==> config.mk <==
export PLATFORM = sky130hd
export DESIGN_NAME = csel_unit
export DESIGN_NICKNAME = d
export VERILOG_FILES = /design/src/rtl/csel_pkg.sv /design/src/rtl/csel_rst_sync.sv /design/src/rtl/csel_lane.sv /design/src/rtl/csel_stage.sv /design/src/rtl/csel_unit.sv
export SDC_FILE = /design/constraint.sdc
export NUM_CORES = 1
export LEC_CHECK = 0
export ABC_AREA = 1
export BUFFER_PORTS_ARGS = -buffer_cell sky130_fd_sc_hd__clkbuf_2
export CAP_MARGIN = 20
export CORE_AREA = 5 5 288 290
export CTS_CLUSTER_SIZE = 30
export DETAILED_ROUTE_END_ITERATION = 12
export DIE_AREA = 0 0 293 295
export SYNTH_ARGS = -nofsm -noshare
export SYNTH_HDL_FRONTEND = slang
export SYNTH_SLANG_ARGS = --single-unit
==> constraint.sdc <==
create_clock -name clk -period 0.95 [get_ports clk]
set_input_delay 0.1425 -clock clk [delete_from_list [all_inputs] [get_ports clk]]
set_output_delay 0.1425 -clock clk [all_outputs]
set_load 0.02 [all_outputs]
==> src/rtl/csel_pkg.sv <==
package csel_pkg;
  localparam int CSEL_LANES = 8;
  localparam int CSEL_OPW   = 16;
  // 3a+2b and a-4b grow by at most 5x the operand magnitude: four guard bits suffice
  localparam int CSEL_GUARD = 4;

  function automatic int res_width(input int opw);
    return opw + CSEL_GUARD;
  endfunction
endpackage

==> src/rtl/csel_rst_sync.sv <==
module csel_rst_sync (
  input  logic clk,
  input  logic arst_n,
  output logic srst_n
);
  logic [1:0] sh_q;
  logic [1:0] sh_d;

  always_comb sh_d = {sh_q[0], 1'b1};

  always_ff @(posedge clk or negedge arst_n) begin
    if (!arst_n) sh_q <= 2'b00;
    else         sh_q <= sh_d;
  end

  assign srst_n = sh_q[1];
endmodule

==> src/rtl/csel_lane.sv <==
module csel_lane #(
  parameter int OPW  = 16,
  parameter int RESW = 20
) (
  input  logic signed [OPW-1:0]  op_a,
  input  logic signed [OPW-1:0]  op_b,
  output logic                   take_then,
  output logic signed [RESW-1:0] then_val,
  output logic signed [RESW-1:0] else_val
);
  logic signed [RESW-1:0] ax;
  logic signed [RESW-1:0] bx;

  always_comb begin
    ax        = RESW'(op_a);
    bx        = RESW'(op_b);
    take_then = (op_a > op_b);
    // both arms are always evaluated; multiplies built from shifts and adds
    then_val  = (ax <<< 1) + ax + (bx <<< 1);
    else_val  = ax - (bx <<< 2);
  end
endmodule

==> src/rtl/csel_stage.sv <==
module csel_stage #(
  parameter int W = 8
) (
  input  logic         clk,
  input  logic         rst_n,
  input  logic         en,
  input  logic         d_valid,
  input  logic [W-1:0] d_data,
  output logic         q_valid,
  output logic [W-1:0] q_data
);
  logic         v_q, v_d;
  logic [W-1:0] dat_q, dat_d;

  always_comb begin
    v_d   = v_q;
    dat_d = dat_q;
    if (en) begin
      v_d = d_valid;
      if (d_valid) dat_d = d_data;
    end
  end

  always_ff @(posedge clk or negedge rst_n) begin
    if (!rst_n) v_q <= 1'b0;
    else        v_q <= v_d;
  end

  always_ff @(posedge clk) dat_q <= dat_d;

  assign q_valid = v_q;
  assign q_data  = dat_q;
endmodule

==> src/rtl/csel_unit.sv <==
module csel_unit
  import csel_pkg::*;
#(
  parameter int LANES = CSEL_LANES,
  parameter int OPW   = CSEL_OPW,
  parameter int RESW  = res_width(CSEL_OPW)
) (
  input  logic                    clk,
  input  logic                    rst_n,
  input  logic                    in_valid,
  output logic                    in_ready,
  input  logic [LANES*OPW-1:0]    in_a,
  input  logic [LANES*OPW-1:0]    in_b,
  output logic                    out_valid,
  input  logic                    out_ready,
  output logic [LANES*RESW-1:0]   out_res,
  output logic [LANES-1:0]        out_mask
);
  localparam int RW  = LANES * RESW;
  localparam int S1W = LANES + 2 * RW;
  localparam int S2W = LANES + RW;

  logic             rst_s_n;
  logic [LANES-1:0] lane_gt;
  logic [RW-1:0]    then_all, else_all;
  logic [S1W-1:0]   s1_d, s1_q;
  logic             s1_v, s1_en, s1_load;
  logic [LANES-1:0] s1_mask;
  logic [RW-1:0]    s1_then, s1_else, sel_res;
  logic [S2W-1:0]   s2_d, s2_q;
  logic             s2_v, s2_en;

  csel_rst_sync u_rst (.clk(clk), .arst_n(rst_n), .srst_n(rst_s_n));

  // stage 1 inputs: compare and both arms in every lane
  for (genvar g = 0; g < LANES; g++) begin : g_lane
    csel_lane #(.OPW(OPW), .RESW(RESW)) u_lane (
      .op_a     (in_a[g*OPW +: OPW]),
      .op_b     (in_b[g*OPW +: OPW]),
      .take_then(lane_gt[g]),
      .then_val (then_all[g*RESW +: RESW]),
      .else_val (else_all[g*RESW +: RESW])
    );
  end

  // back-pressure chain
  always_comb begin
    s2_en    = out_ready | ~s2_v;
    s1_en    = s2_en | ~s1_v;
    in_ready = s1_en & rst_s_n;
    s1_load  = in_valid & in_ready;
    s1_d     = {lane_gt, then_all, else_all};
  end

  csel_stage #(.W(S1W)) u_s1 (
    .clk(clk), .rst_n(rst_s_n), .en(s1_en), .d_valid(s1_load),
    .d_data(s1_d), .q_valid(s1_v), .q_data(s1_q)
  );

  always_comb begin
    s1_mask = s1_q[S1W-1 -: LANES];
    s1_then = s1_q[2*RW-1 : RW];
    s1_else = s1_q[RW-1 : 0];
  end

  // stage 2 inputs: per-lane select by mask bit
  for (genvar g = 0; g < LANES; g++) begin : g_sel
    always_comb
      sel_res[g*RESW +: RESW] = s1_mask[g] ? s1_then[g*RESW +: RESW]
                                           : s1_else[g*RESW +: RESW];
  end

  always_comb s2_d = {s1_mask, sel_res};

  csel_stage #(.W(S2W)) u_s2 (
    .clk(clk), .rst_n(rst_s_n), .en(s2_en), .d_valid(s1_v),
    .d_data(s2_d), .q_valid(s2_v), .q_data(s2_q)
  );

  assign out_valid = s2_v;
  assign out_mask  = s2_q[S2W-1 -: LANES];
  assign out_res   = s2_q[RW-1 : 0];
endmodule

# ---- Word-level counts from Yosys, hierarchy flattened
# Index checks and enable logic that the tools add are counted.
dict set report totals {
  register_bits 500
  inputBits 260
  out_inout_bits 170
  wordCells 53
}
dict set report op_classes {
  add_sub_neg 24
  magnitude_cmp 8
  mux 8
  bitwise_logic 6
  n_reduce_logical 2
}
# cell count
set op_table {}
lappend op_table {{$mux 20} 8}
lappend op_table {{$add 18x17->19} 8}
lappend op_table {{$sub 16x18->19} 8}
lappend op_table {{$add 17x16->18} 8}
lappend op_table {{$gt 16x16->1} 8}
lappend op_table {{$reduce_and 2->1} 2}
lappend op_table {{$and 1x1->1} 2}
lappend op_table {{$not 1->1} 2}
lappend op_table {{$or 1x1->1} 2}

# ---- Logic depth before layout (Yosys ltp)
# Gate-level depths: netlist (run 1).
dict set report depth {
  word_depth 6
  depth_mapped 14
  depth_no_buf 14
}

# ---- By module
# A second synthesis (run 1) with hierarchy kept.
dict set report hier_totals {
  hier_cells 4298
  area_unflattened_um2 37363.3
}
# mod instances cells_per_inst area_each_um2 seq_area_each_um2
set by_module_without_submodules {}
lappend by_module_without_submodules {{csel_stage at u_s1} 1 334 9893.2 9874.5}
lappend by_module_without_submodules {{csel_lane at g_lane[3].u_lane ...} 3 408 2508.7 0.0}
lappend by_module_without_submodules {{csel_stage at u_s2} 1 174 5088.6 5069.9}
lappend by_module_without_submodules {{csel_lane at g_lane[1].u_lane ...} 2 408 2522.4 0.0}
lappend by_module_without_submodules {{csel_lane at g_lane[7].u_lane} 1 411 2526.2 0.0}
lappend by_module_without_submodules {{csel_lane at g_lane[6].u_lane} 1 409 2523.7 0.0}
lappend by_module_without_submodules {{csel_lane at g_lane[0].u_lane} 1 408 2517.4 0.0}
lappend by_module_without_submodules {csel_unit 1 519 2189.6 0.0}
lappend by_module_without_submodules {csel_rst_sync 1 3 53.8 50.0}

# ---- Least setup slack after synthesis (run 1)
# Ideal clock, no wire load.
dict set report synth_timing {
  kind {register -> register}
  from {register u_s2.v_q (netlist: u_s2.q_valid)}
  to {register u_s1.dat_q[101] (netlist: u_s1.q_data[101]), enable pin}
  setup_time_ns 0.974
  arrival_ns 13.306
  required_time_ns -0.024
  path_slack_ns -13.330
  stages_incl_launch_ff 6
  path_buffers 0
  synth_period_minus_slack_ns 14.280
  cell_sequence {dfrtp_1 nand2_1 nor2_1 inv_1 nand2_1 nor2_1}
}
dict set report synth_between {
  elab_chain_len 6
}
# element line
set synth_lines {}
lappend synth_lines {{from (decl)} csel_stage.sv:12} ;# logic v_q, v_d;
lappend synth_lines {{from (signal assigned)} csel_stage.sv:26} ;# else v_q <= v_d;
lappend synth_lines {{$not 1->1 (*)} csel_unit.sv:48} ;# s2_en = out_ready | ~s2_v;
lappend synth_lines {{$or 1x1->1 (*)} csel_unit.sv:48}
lappend synth_lines {{$or 1x1->1 (*)} csel_unit.sv:49} ;# s1_en = s2_en | ~s1_v;
lappend synth_lines {{$and 1x1->1} csel_unit.sv:50} ;# in_ready = s1_en & rst_s_n;
lappend synth_lines {{$and 1x1->1} csel_unit.sv:51} ;# s1_load = in_valid & in_ready;
lappend synth_lines {{$reduce_and 2->1 (no source line) (*)} n/a}
lappend synth_lines {{to (signal assigned)} csel_stage.sv:29} ;# always_ff @(posedge clk) dat_q <= dat_d;
lappend synth_lines {{to (decl)} csel_stage.sv:13} ;# logic [W-1:0] dat_q, dat_d;
# Every way passes the cells marked *; elsewhere a longest branch is shown, timed or not.
# A chain may end at the register's enable or synchronous reset.

# ---- Worst setup path in the final report (run 1)
dict set report layout_timing {
  from {register u_s2.v_q (netlist: u_s2.q_valid)}
  to {register u_s1.dat_q[16] (netlist: u_s1.q_data[16]), enable pin}
}
# The elaborated chain is that of the path after synthesis.

==> results.ini, run 1 <==
[synth]
ys.flop_type = edfxtp_1
yosys_warnings = 0
synth-seq-cells = 468
yosysUniqueCellTypes = 38
syn_avg_cell_area_um2 = 9.18
syn_nets = 4658
synth_edf_count = 464
netlist_area_um2 = 35700
syn_inst = 3886
ys_async_sr_fraction_pct = 0.855
ys_seq_area_share_pct = 39.3

[layout]
final_cell_mix = nand2_1, buf_4, inv_1
fin_util_pct = 65.6
nFillCells = 6490
nNetsFinal = 6010
syn_to_final_growth_pct = 47.3
seq_area_um2 = 14000
drive_gt1_share_pct = 42.7
layout.cells.most_common = nand2_1
stdcell_count = 6341
multi_input_area_um2 = 23200

[sta]
fin_ws_ns = -0.785
period_share_pct = 183
max_freq_mhz = 576
drv_slew = 0
whs_ns = 0.0317
fin_skew_ns = 0.0108
period_needed_ns = 1.74
finalHoldViolCount = 0
rsz0062_at_grt = true
setup_viol = 1018

[clock_tree]
h-tree-depth = 2
numCtsBuffers = 51
worstSkewPairLatency_ns = 0.59
cts_root_buffer = clkbuf_16
cts_tree = yes
clock_path_buffers = 3
cts.clk_slew.worst_paths_ns = 0.06
cts_sinks = 468

[critical_path]
end_kind = flip-flop
critPathLaunchType = flip-flop
path_max_fanout = 10
ff2ff_path_depth = 9
critPathRequiredTime_ns = 1.25
max_stage_delay_ns = 0.41
crit_arrival_ns = 2.03
critical_path_class = flip-flop to flip-flop
cp_cell_sequence = nand2_2 -> nor2_1 -> inv_1 -> nand2_2 -> buf_6 -> nor2_4 -> buf_6 -> buf_16 -> clkbuf_16
cp_slowest_cell = dfrtp_2

[route]
routedWlPerCell_um = 16.8
met3WireLength_um = 4000
top_layer_used = met4
drt-initial-drc-count = 1282
route.antenna.remaining_nets = 0
dr_wl_met2_um = 53400
drcViolationCount = 0
via_count = 31000
vias_per_cell = 4.89
dr.pass1.iters = 8
routed_wl_um = 106000
wl_met1_um = 46300

[grt]
grt_pass1_wl_um = 162000
antenna_found_initial = 3
grt_overflow = 0
grt_max_degree = 26
grtUsageTotal_pct = 23.4
grt_pass1_vias = 31200

[die]
io_pins = 430
initial_core_util_pct = 44.6
fp-row-count = 104
die_area_um2 = 86400
die_x_um = 293
die_height_um = 295
core_area_um2 = 80000

[status]
outcome = finished, violations left
violations = negative setup slack

[power]
leakagePower_uw = 0.0244
vdd_drop_max_mv = 1.37
power_density_nw_per_um2 = 1540

[run]
maxCapViolations = 0

[placed_design]
dp.cells = 6179
dp_slack_ns = -1.42
io_buffers = 429
dp_hpwl_um = 87700
gp_congestion = 0.925

[worst_hold_path]
whs_path_depth = 4
hp-class = input pin to flip-flop

[worst paths after layout]
check | startpoint | endpoint | slack [ns]
max | u_s2.q_valid | u_s1.q_data[16] | -0.79
max reg2reg | u_s2.q_valid | u_s1.q_data[16] | -0.79
min reg2reg | u_rst.sh_q[1] | u_s1.q_valid | 0.16
max in group asynchronous | rst_n | u_rst.sh_q[1] | 0.39
min | in_b[96] | u_s1.q_data[122] | 0.03
min in group asynchronous | u_rst.sh_q[1] | u_s1.q_valid | 0.16
[state kept, by name, indices dropped and copies added (netlist names)]
signal and cells:
u_s1.q_data 304, u_rst.sh_q 2, u_s1.q_valid 1, u_s2.q_valid 1, u_s2.q_data 160
[stage by stage]
stage	total power, uW	setup TNS, ns	instance area, um2
after floorplan	44500	-2290.54	38400
after global placement	56400	-538.79	48200
after detailed placement	57000	-543.96	48200
after CTS	78200	-471.50	50400
after global routing	85500	-527.36	52500
final	80700	-478.31	52500
[worst max-delay path: cells and delay by family (launching register included)]
| family | cells | cell delay [ns] |
|---|---|---|
| flops | 1 | 0.41 |
| simple gates | 4 | 0.29 |
| buf+inv | 5 | 0.71 |
[repair_timing]
item / in CTS / in global routing
gates resized for setup: 39 / 460
endpoints found under the setup margin: 1016 / 1025
gates cloned: 0 / 8
hold buffers: 20 / 0
hold endpoints to repair: 21 / 0
pin swaps: 21 / 195
buffers inserted: 8 / 33
[power breakdown]
part	switching, uW	total [uW]	internal (uW)
registers	611	26600	26000
clock network	8350	20700	12400
logic	17500	33400	15900
[cell usage after synthesis (24+ instances only)]
master / n / area [um2]
mux2_2: 144 / 1620
xor2_1: 123 / 1080
nand2_1: 1000 / 3750
o21ai_0: 102 / 510
inv_1: 543 / 2040
nand3_1: 209 / 1050
fa_1: 136 / 2720
ha_1: 376 / 4700
edfxtp_1: 464 / 13900
a21oi_1: 257 / 1290
a21oi_2: 24 / 210
nor2_1: 276 / 1040
nand3b_1: 28 / 210
[layout make-up]
type	instances	share of cell area, %
Clock buffer	59	2.57
Clock inverter	33	0.755
Tap cell	1060	2.53
Multi-Input combinational cell	2826	44.2
Timing Repair Buffer	1340	18.9
Inverter	551	4.25
Sequential cell	468	26.7
Antenna cell	4	0.0191
[layer usage]
metal / track usage (%) / up-vias
met5: 0 / -
met4: 5.61 / 0
met3: 2.01 / 142
met2: 41.8 / 639
met1: 31.1 / 14600
li1: - / 15700
[logic make-up after synthesis]
family	synth area share (%)
DFF	39.3
buffers and inverters	6.54
AOI/OAI and AO/OA	6.62
and+or+nand+nor	18.6
other	0.0105
xor gates and xnor gates	3.46
adders and majority gates	20.8
muxes	4.55
No activity file was read; power rests on OpenSTA's default activity.
==> inputs of run 2 (changes only) <==
- ABC_AREA: 1 -> default
- CORE_AREA: 5 5 288 290 -> 5 5 280 282
- DIE_AREA: 0 0 293 295 -> 0 0 285 287
- GPL_TIMING_DRIVEN: default -> 1
==> results.ini, run 2 <==
[status]
outcome = finished, violations left
violations = negative setup slack

[synth]
syn_avg_cell_area_um2 = 11.6  ; +27%
syn_inst = 2887  ; -26%
synth_edf_count = 464  ; unchanged
yosys_warnings = 0  ; unchanged
ys.flop_type = edfxtp_1
ys_seq_area_share_pct = 41.7  ; +2.4 points
post-synth-top-area-cell = edfxtp_1
ys_async_sr_fraction_pct = 0.855  ; unchanged
yosysTopAreaCellShare_pct = 41.4  ; +2.4 points
synth-seq-cells = 468  ; unchanged
netlist_area_um2 = 33600  ; -5.7%
yosys-top-cells-count = edfxtp_1, ha_1, inv_1
synth_most_common_cell = edfxtp_1
yosysUniqueCellTypes = 87  ; +130%
synth_area_leaders = edfxtp_1, ha_1, fa_1
syn_nets = 3659  ; -21%

[grt]
grt_overflow = 0  ; unchanged
grtUsageTotal_pct = 24.7  ; +1.4 points
antenna_found_initial = 19  ; +16
grt_pass1_vias = 30800  ; -1.2%
grt_pass1_wl_um = 163000  ; +0.64%
grt_max_degree = 31  ; +19%

[sta]
max_freq_mhz = 469  ; -19%
finalHoldViolCount = 0  ; unchanged
drv_slew = 0  ; unchanged
max_slew.worst_pin.slew_ns = 0.679
fin_ws_ns = -1.18  ; -0.398 ns
rsz0062_at_grt = true
period_share_pct = 225  ; +42 points
whs_ns = 0.0272  ; -0.00445 ns
setup_viol = 1025  ; +0.69%
fin_skew_ns = 0.0182  ; +0.00738 ns
slew_headroom_pct = 53.6
period_needed_ns = 2.13  ; +0.398 ns

[layout]
nFillCells = 5288  ; -19%
stdcell_count = 5507  ; -13%
nNetsFinal = 5249  ; -13%
largest_reg_flops = 304  ; unchanged
final_cell_area_um2 = 53200  ; +1.4%
final_cell_mix = buf_4, edfxtp_1, clkbuf_2
layout.cells.most_common = buf_4
syn_to_final_growth_pct = 58.3
drive_gt1_share_pct = 52.8  ; +10 points

[route]
vias_per_cell = 5.28  ; +8.0%
route.antenna.remaining_nets = 0  ; unchanged
routed_wl_um = 109000  ; +2.5%
via_count = 29100  ; -6.2%
drcViolationCount = 0  ; unchanged
dr.pass1.iters = 5  ; -3
routedWlPerCell_um = 19.8  ; +18%
drt-initial-drc-count = 1619  ; +26%

[clock_tree]
cts_tree = yes
cts.clk_slew.worst_paths_ns = 0.06  ; about the same
numCtsBuffers = 53  ; +3.9%
clock_path_buffers = 3  ; unchanged
worstSkewPairLatency_ns = 0.60  ; about the same
cts_sinks = 468  ; unchanged
cts_root_buffer = clkbuf_16
h-tree-depth = 2  ; unchanged

[placed_design]
dp_hpwl_um = 82700  ; -5.7%
gp_congestion = 0.934  ; +0.94%
placed_area_um2 = 47000  ; -2.7%
io_buffers = 429  ; unchanged
dp.cells = 5245  ; -15%

[die]
die_x_um = 285  ; -2.7%
die_height_um = 287  ; -2.7%
die_area_um2 = 81800  ; -5.4%
core_area_um2 = 75400  ; -5.7%
fp-row-count = 101  ; -2.9%
io_pins = 430  ; unchanged
initial_core_util_pct = 44.6  ; about the same

[worst_hold_path]
hp-class = input pin to flip-flop

[critical_path]
crit_arrival_ns = 2.46  ; +0.43 ns
critPathRequiredTime_ns = 1.28  ; +0.03 ns
end_kind = flip-flop
path_max_fanout = 2  ; -8
critical_path_class = input pin to flip-flop
critPathLaunchType = input pin

[power]
leakagePower_uw = 0.0231  ; -5.3%
power_density_nw_per_um2 = 1560  ; +1.8%
finalPower_uw = 83300  ; +3.1%
vdd_drop_max_mv = 1.39  ; +2.1%

[run]
maxCapViolations = 0  ; unchanged

==> run 2: cell types whose count changed after synthesis, sizes merged, moves of 44 or more <==
cell and delta:
nand2 -914, inv -313, nand3 -181, nor2 -141
xnor2 +105, a21o +90, a21oi -70, xor2 -50
o21a +49, nor2b +44
==> run 2: cell families (layout without fill, tap and decap cells) <==
kind of cell | count (synthesis) | after routing | synth area share (%)
AOI/OAI and AO/OA | 772 | 772 | 15.3
adders and majority gates | 512 | 512 | 22.1
and+or+nand+nor | 491 | 491 | 7.31
DFF | 468 | 468 | 41.7
buffers and inverters | 299 | 1932 | 3.48
xor gates and xnor gates | 196 | 196 | 5.10
muxes | 148 | 148 | 4.94
other | 1 | 10 | 0.0112
==> run 2: layout make-up <==
type                    instances  area, um2  area share [%]
multi-input cells            2120      22000            41.4
flip-flops and latches        468      14000            26.4
repair buffers               1596      12800            24.1
clock buffers                  59       1390            2.61
inverters                     238       1260            2.37
well taps                     978       1220            2.30
clock inverters                39        437           0.820
diodes                          9       22.5          0.0423
==> run 2: what timing repair did <==
item / 4_1_cts / 5_1_grt
cloned: 11 / 25
pin swaps: 177 / 183
buffers inserted: 73 / 61
hold buffers: 19 / 0
setup endpoints to repair: 1020 / 1024
endpoints found under the hold margin: 19 / 0
gates resized for setup: 258 / 244
==> run 2: report_power, final <==
| part | total [uW] | switching (uW) | internal [uW] |
|---|---|---|---|
| combinational | 35100 | 16800 | 18200 |
| sequential | 26700 | 645 | 26100 |
| clock | 21500 | 8740 | 12800 |
| total | 83300 | 26200 | 57100 |
==> run 2: worst paths after layout <==
path,endpoint,start,cells past startpoint,slack (ns)
min in group asynchronous,u_s2.q_valid,u_rst.sh_q[1],0,0.06
worst max register to register,u_s1.q_data[255],u_s2.q_valid,7,-0.92
worst min-delay path,u_s1.q_data[242],in_a[65],3,0.03
worst min register to register,u_s2.q_valid,u_rst.sh_q[1],0,0.06
worst max-delay path,u_s1.q_data[279],in_b[81],11,-1.18
max in group asynchronous,u_rst.sh_q[1],rst_n,3,0.39
==> run 2: stage by stage <==
stage	utilization [%]	TNS [ns]	setup slack [ns]
after floorplan	-	-1373.30	-2.48
after global placement	62.2	-615.80	-1.91
after detailed placement	62.2	-634.67	-2.01
after CTS	68.0	-579.51	-1.15
after global routing	70.5	-648.90	-1.20
final	70.6	-618.06	-1.18
==> run 2: layer usage <==
metal	up-vias	share of wire, %	global-route usage [%]
met5	-	0.11	0
li1	14000	-	-
met4	20	3.5	7.16
met3	233	5.3	4.44
met1	14200	41	30.4
met2	655	50	44.7
==> run 2: critical path: stages <==
cell and delay (ns):
buf_8 0.10, fa_1 0.52, ha_4 0.19, fa_2 0.39, a211oi_4 0.27, o21bai_2 0.11
buf_4 0.16, a21oi_4 0.16, a31oi_4 0.12, a41oi_2 0.21, xor2_1 0.09
